==> config.mk <==
export PLATFORM = sky130hd
export DESIGN_NAME = trace_pkt_ser
export DESIGN_NICKNAME = d
export VERILOG_FILES = /design/src/rtl/trace_pkt_pkg.sv /design/src/rtl/trace_pkt_mask.sv /design/src/rtl/trace_pkt_fmt.sv /design/src/rtl/trace_pkt_shifter.sv /design/src/rtl/trace_pkt_ser.sv
export SDC_FILE = /design/constraint.sdc
export NUM_CORES = 2
export LEC_CHECK = 0
export BUFFER_PORTS_ARGS = -buffer_cell sky130_fd_sc_hd__clkbuf_2
export CAP_MARGIN = 20
export CORE_UTILIZATION = 57
export CTS_CLUSTER_DIAMETER = 50
export CTS_CLUSTER_SIZE = 14
export DETAILED_ROUTE_END_ITERATION = 8
export GPL_ROUTABILITY_DRIVEN = 1
export PLACE_DENSITY = 0.83
export SYNTH_ARGS = -nofsm -noshare
export SYNTH_HDL_FRONTEND = slang
export SYNTH_SLANG_ARGS = --single-unit
==> constraint.sdc <==
create_clock -name clk -period 3.2 [get_ports clk]
set_input_delay 0.32 -clock clk [delete_from_list [all_inputs] [get_ports clk]]
set_output_delay 0.32 -clock clk [all_outputs]
set_load 0.02 [all_outputs]
==> src/rtl/trace_pkt_pkg.sv <==
package trace_pkt_pkg;
  localparam int HDR_BITS    = 448;
  localparam int EXT_BITS    = 256;
  localparam int MAX_BITS    = HDR_BITS + 2 * EXT_BITS;
  localparam int LEGACY_BITS = 704;
  localparam int LEG_HALT_LO = 688;
  localparam int MASK_W      = 32;
  localparam logic [31:0] FMT_VERSION = 32'd2;
  localparam logic [7:0]  CAP_HALT    = 8'h03;
endpackage

==> src/rtl/trace_pkt_mask.sv <==
module trace_pkt_mask #(
  parameter int W = 32,
  localparam int CW = $clog2(W + 1) + 1
) (
  input  logic [CW-1:0] nbytes,
  output logic [W-1:0]  mask
);
  always_comb begin
    if (nbytes == '0)
      mask = '0;
    else if (int'(nbytes) >= W)
      mask = '1;
    else
      mask = {W{1'b1}} >> (W - int'(nbytes));
  end
endmodule

==> src/rtl/trace_pkt_fmt.sv <==
module trace_pkt_fmt
  import trace_pkt_pkg::*;
#(
  parameter int OUT_W = 8,
  localparam int LEN_W = $clog2(MAX_BITS / OUT_W + 1)
) (
  input  logic                 legacy,
  input  logic [63:0]          rec_order,
  input  logic [63:0]          rec_insn,
  input  logic [7:0]           rec_trap,
  input  logic [7:0]           rec_halt,
  input  logic [7:0]           rec_intr,
  input  logic [7:0]           rec_mode,
  input  logic [7:0]           rec_ixl,
  input  logic [63:0]          pc_cur,
  input  logic [63:0]          pc_next,
  input  logic                 int_used,
  input  logic [63:0]          rd_wdata,
  input  logic [63:0]          rs1_rdata,
  input  logic [63:0]          rs2_rdata,
  input  logic [7:0]           rd_addr,
  input  logic [7:0]           rs1_addr,
  input  logic [7:0]           rs2_addr,
  input  logic                 mem_used,
  input  logic [63:0]          mem_addr,
  input  logic [63:0]          mem_rdata,
  input  logic [63:0]          mem_wdata,
  input  logic [5:0]           mem_rbytes,
  input  logic [5:0]           mem_wbytes,
  output logic [MAX_BITS-1:0]  pkt,
  output logic [LEN_W-1:0]     pkt_len
);
  logic [MASK_W-1:0] rmask, wmask;
  logic [191:0]      meta;
  logic [127:0]      pcs;
  logic [63:0]       flags;
  logic [31:0]       size_bits;
  logic [HDR_BITS-1:0] hdr;
  logic [EXT_BITS-1:0] int_sec, mem_sec;

  trace_pkt_mask #(.W(MASK_W)) u_rmask (.nbytes({1'b0, mem_rbytes}), .mask(rmask));
  trace_pkt_mask #(.W(MASK_W)) u_wmask (.nbytes({1'b0, mem_wbytes}), .mask(wmask));

  always_comb begin
    meta      = {16'h0, 8'h01, rec_ixl, rec_mode, rec_intr, rec_halt, rec_trap,
                 rec_insn, rec_order};
    pcs       = {pc_next, pc_cur};
    flags     = {62'h0, mem_used, int_used};
    size_bits = 32'(HDR_BITS) + (int_used ? 32'(EXT_BITS) : 32'd0)
                              + (mem_used ? 32'(EXT_BITS) : 32'd0);
    hdr       = {flags, pcs, meta, size_bits, FMT_VERSION};
    int_sec   = {40'h0, rs2_addr, rs1_addr, rd_addr, rs2_rdata, rs1_rdata, rd_wdata};
    mem_sec   = {wmask, rmask, mem_wdata, mem_rdata, mem_addr};

    pkt = '0;
    if (legacy) begin
      pkt[LEG_HALT_LO +: 8] = CAP_HALT;
      pkt_len = LEN_W'(LEGACY_BITS / OUT_W);
    end else begin
      pkt[HDR_BITS-1:0] = hdr;
      if (int_used) pkt[HDR_BITS +: EXT_BITS] = int_sec;
      if (mem_used) begin
        if (int_used) pkt[HDR_BITS + EXT_BITS +: EXT_BITS] = mem_sec;
        else          pkt[HDR_BITS +: EXT_BITS]            = mem_sec;
      end
      pkt_len = LEN_W'(size_bits / OUT_W);
    end
  end
endmodule

==> src/rtl/trace_pkt_shifter.sv <==
module trace_pkt_shifter #(
  parameter int BITS  = 960,
  parameter int OUT_W = 8,
  localparam int LEN_W = $clog2(BITS / OUT_W + 1)
) (
  input  logic             clk,
  input  logic             rst,
  input  logic             load,
  input  logic [BITS-1:0]  load_data,
  input  logic [LEN_W-1:0] load_len,
  input  logic             out_ready,
  output logic             out_valid,
  output logic [OUT_W-1:0] out_data,
  output logic             out_last,
  output logic             idle
);
  logic [BITS-1:0]  sreg;
  logic [LEN_W-1:0] remain;

  always_ff @(posedge clk) begin
    if (rst) begin
      sreg   <= '0;
      remain <= '0;
    end else if (load && remain == '0) begin
      sreg   <= load_data;
      remain <= load_len;
    end else if (remain != '0 && out_ready) begin
      sreg   <= sreg >> OUT_W;
      remain <= remain - 1'b1;
    end
  end

  assign out_valid = (remain != '0);
  assign out_data  = sreg[OUT_W-1:0];
  assign out_last  = (remain == LEN_W'(1));
  assign idle      = (remain == '0);
endmodule

==> src/rtl/trace_pkt_ser.sv <==
module trace_pkt_ser
  import trace_pkt_pkg::*;
#(
  parameter int OUT_W = 8,
  localparam int LEN_W = $clog2(MAX_BITS / OUT_W + 1)
) (
  input  logic             clk,
  input  logic             rst,
  input  logic             rec_valid,
  output logic             in_ready,
  input  logic             cap_req,
  input  logic [63:0]      rec_order,
  input  logic [63:0]      rec_insn,
  input  logic [7:0]       rec_trap,
  input  logic [7:0]       rec_halt,
  input  logic [7:0]       rec_intr,
  input  logic [7:0]       rec_mode,
  input  logic [7:0]       rec_ixl,
  input  logic [63:0]      pc_cur,
  input  logic [63:0]      pc_next,
  input  logic             int_used,
  input  logic [63:0]      rd_wdata,
  input  logic [63:0]      rs1_rdata,
  input  logic [63:0]      rs2_rdata,
  input  logic [7:0]       rd_addr,
  input  logic [7:0]       rs1_addr,
  input  logic [7:0]       rs2_addr,
  input  logic             mem_used,
  input  logic [63:0]      mem_addr,
  input  logic [63:0]      mem_rdata,
  input  logic [63:0]      mem_wdata,
  input  logic [5:0]       mem_rbytes,
  input  logic [5:0]       mem_wbytes,
  output logic             out_valid,
  input  logic             out_ready,
  output logic [OUT_W-1:0] out_data,
  output logic             out_last
);
  logic [MAX_BITS-1:0] pkt;
  logic [LEN_W-1:0]    pkt_len;
  logic                idle;
  logic                start;

  assign in_ready = idle && !cap_req;
  assign start    = idle && (cap_req || rec_valid);

  trace_pkt_fmt #(.OUT_W(OUT_W)) u_fmt (
    .legacy(cap_req), .rec_order(rec_order), .rec_insn(rec_insn),
    .rec_trap(rec_trap), .rec_halt(rec_halt), .rec_intr(rec_intr),
    .rec_mode(rec_mode), .rec_ixl(rec_ixl), .pc_cur(pc_cur), .pc_next(pc_next),
    .int_used(int_used), .rd_wdata(rd_wdata), .rs1_rdata(rs1_rdata),
    .rs2_rdata(rs2_rdata), .rd_addr(rd_addr), .rs1_addr(rs1_addr),
    .rs2_addr(rs2_addr), .mem_used(mem_used), .mem_addr(mem_addr),
    .mem_rdata(mem_rdata), .mem_wdata(mem_wdata), .mem_rbytes(mem_rbytes),
    .mem_wbytes(mem_wbytes), .pkt(pkt), .pkt_len(pkt_len)
  );

  trace_pkt_shifter #(.BITS(MAX_BITS), .OUT_W(OUT_W)) u_shift (
    .clk(clk), .rst(rst), .load(start), .load_data(pkt), .load_len(pkt_len),
    .out_ready(out_ready), .out_valid(out_valid), .out_data(out_data),
    .out_last(out_last), .idle(idle)
  );
endmodule

==> results.yml <==
outcome:
  outcome: "finished clean"
pwr:
  p_leak_uw: 0.0224
  power.density_mw_per_mm2: 877
  totalPowerFinal_uw: 48400
  ir_drop_v: 0.00155
grt:
  grt.total_usage: 0.374
  grt_pass1_vias: 45400
  grt_pass1_wl_microns: 249000
  grt_max_degree: 239
  overflow: 0
  antenna_found_initial: 23
timing:
  final.min_clock_period_ns: 3.03
  hold_viol_final: 0
  setup-violations-final: 0
  slew_headroom: 0.200
  clock_skew_ns: 0.0378
  setup-tns-final_ns: 0
  tightest_slew_ns: 1.20
  fmax_mhz: 330
  whs_ns: 0.0119
  layout_setup_ws_ns: 0.172
  slew_violations: 0
  period_share: 0.946
  rsz0062_at_grt: "no"
cells_and_area:
  drive_above_1_share: 0.152
  seq_area_sq_mm: 0.0194
  syn2layout_area_growth_pct: 19.6
  fin_nets: 7447
  post-route-util: 0.694
  fillers: 6393
  multi_input_comb_area_sq_mm: 0.0231
worst_setup_path:
  end_kind: "output pin"
  critPathRequiredTime_ns: 2.88
  critical_path_arrival_ns: 2.71
  worstSetupPathType: "reg -> out"
  reg2reg_setup_slack_ns: 0.38
  r2r_start: "u_shift.remain[0]"
  startpoint_type: "register"
  cp_max_fo: 88
  slowest_delay_ns: 0.65
  critical_path.cell_chain: "or4_4, nor2_8, inv_8, buf_12, nor2_1, clkbuf_2"
  cp_slowest_cell: "or4_4"
  reg2reg_depth: 8
  startpoint: "u_shift.remain[2]"
die:
  ios: 734
  die_area_sq_mm: 0.0821
  core_sq_mm: 0.0795
  die_w_microns: 287
  chipHeight_microns: 287
  start_util: 0.580
  rows: 103
clock_tree:
  clock_sinks: 967
  cts_htree_levels: 3
  post_cts_buffers: 0
  cts-buffers-inserted: 99
  tritoncts: "yes"
  path_clk_slew_ns: 0.06
  cts-root-buf: "clkbuf_16"
  insertion_delay_ns: 0.67
  clk_path_buf_depth: 3
synth:
  yosysWarnings: 0
  synth-seq-cells: 967
  synth-simple-area-share: 0.199
  synth_compound_area_frac: 0.294
  synth_fp_nets: 6979
  synth_adder_area_share: 0.00136
  ys_seq_area_frac: 0.419
  netlist-cell-type-count: 67
  synthArstFlopShare: 0
  synth_cells: 6251
  synth-xor-area-share: 0.00152
  synth_mux_area_frac: 0.00195
  synth_edf_count: 0
  synth_flop_cell: "dfxtp_1"
  syn_area_per_cell_sq_um: 7.38
  synth_top_family_by_area: "compound AO/OA/AOI/OAI gates"
  synth_area_sq_mm: 0.0462
hold_path:
  hp-class: "in -> reg"
  hp-start: "mem_wdata[56]"
  worstHoldPathCells: 3
route:
  drtIter0Drc: 7351
  wl_met1_microns: 62200
  via_per_inst: 6.33
  wl_met3_microns: 16900
  drc: 0
  postRouteAntennaNets: 0
  wire_per_inst_microns: 20.7
  drt_wl_total_microns: 163000
  wl_met2_microns: 73000
  num_vias: 49700
  drt_first_pass_iters: 8
  highest_layer: "met5"
placement:
  dp_hpwl_microns: 101000
  dp_slack_ns: 0.427
  port_buffers: 733
  gp_congestion: 0.967
flow_run:
  cap_violations: 0
timing repair:
item	4_1_cts	5_1_grt
hold buffers	193	0
hold endpoints to repair	193	0
pin swaps	0	0
endpoints found under the setup margin	1	2
gates resized for setup	1	1
gates cloned	0	0
cell type report:
| cell class | count | area share |
|---|---|---|
| clock inverter | 59 | 0.0133 |
| inverter | 323 | 0.0223 |
| multi-input combinational | 4299 | 0.418 |
| antenna | 22 | 0.000998 |
| timing repair buffer | 1029 | 0.124 |
| tap | 1050 | 0.0238 |
| clock buffer | 111 | 0.0470 |
| sequential | 967 | 0.351 |
synthesized netlist by cell type, types with 14 or more instances:
cell / number / area, sq um
a21oi_1: 763 / 3820
a22oi_1: 563 / 4230
a31oi_1: 50 / 313
buf_1: 14 / 52.6
buf_2: 60 / 300
clkbuf_1: 578 / 2170
dfxtp_1: 967 / 19400
inv_1: 321 / 1200
nand2_1: 306 / 1150
nand3_1: 35 / 175
nor2_1: 695 / 2610
nor3_1: 323 / 1620
o21ai_0: 853 / 4270
o22ai_1: 24 / 150
or3_1: 494 / 3090
sequential cells by signal, indices dropped and copies added, names as in the netlist:
signal / cells
u_shift.remain: 7
u_shift.sreg: 960
through the flow:
stage	std cells	cell area (sq um)
2_1_floorplan	6251	46200
3_3_place_gp	7475	49900
3_5_place_dp	7475	49900
4_1_cts	7838	55100
5_1_grt	7852	55200
6_report	7860	55200
routing by layer:
metal,vias to the layer above,global-route usage
met5,-,0
met4,8,0.227
met3,616,0.0709
met2,3084,0.575
met1,23100,0.488
li1,23000,-
final timing paths:
check	to
setup / recovery	in_ready
hold / removal	u_shift.sreg[888]
setup reg to reg	u_shift.sreg[52]
hold reg to reg	u_shift.sreg[750]
critical path: cells and delay by family (launching register included):
kind	cells	cell delay, ns
buffers and inverters	3	0.58
AND/OR/NAND/NOR	3	1.01
flip-flops	1	0.37
cells by family (layout without fill, tap and decap cells):
kind of cell	after synthesis	count (layout)
adder cells (fa/ha/maj)	5	5
multiplexers	9	9
AO/OA/AOI/OAI	2349	2349
AND/OR/NAND/NOR	1928	1928
buffers and inverters	985	1522
flip-flops	967	967
XOR/XNOR	8	8
other	0	22
layout by cell type, fill, tap and decap left out, drive strengths merged, types with 11 or more instances in the layout:
master,synthesis,layout
o21ai,856,856
dfxtp,967,967
buf,83,107
nor2,696,696
nor3,323,323
clkinv,0,23
a22oi,563,563
inv,323,343
o211ai,12,12
o22ai,24,24
nand2,306,306
a31oi,50,50
nand3,35,35
dlygate4sd3,0,193
a21oi,763,763
clkbuf,579,840
nand2b,11,11
diode,0,22
or3,494,494
report_power, final:
group          switching (uW)  total [uW]  leakage (uW)  internal [uW]
clock                    5230       12000       0.00163           6740
combinational           12100       18600        0.0129           6510
sequential               1920       17800       0.00791          15900
total                   19300       48400        0.0224          29100
Note: power is estimated with default switching activity, not from simulation.
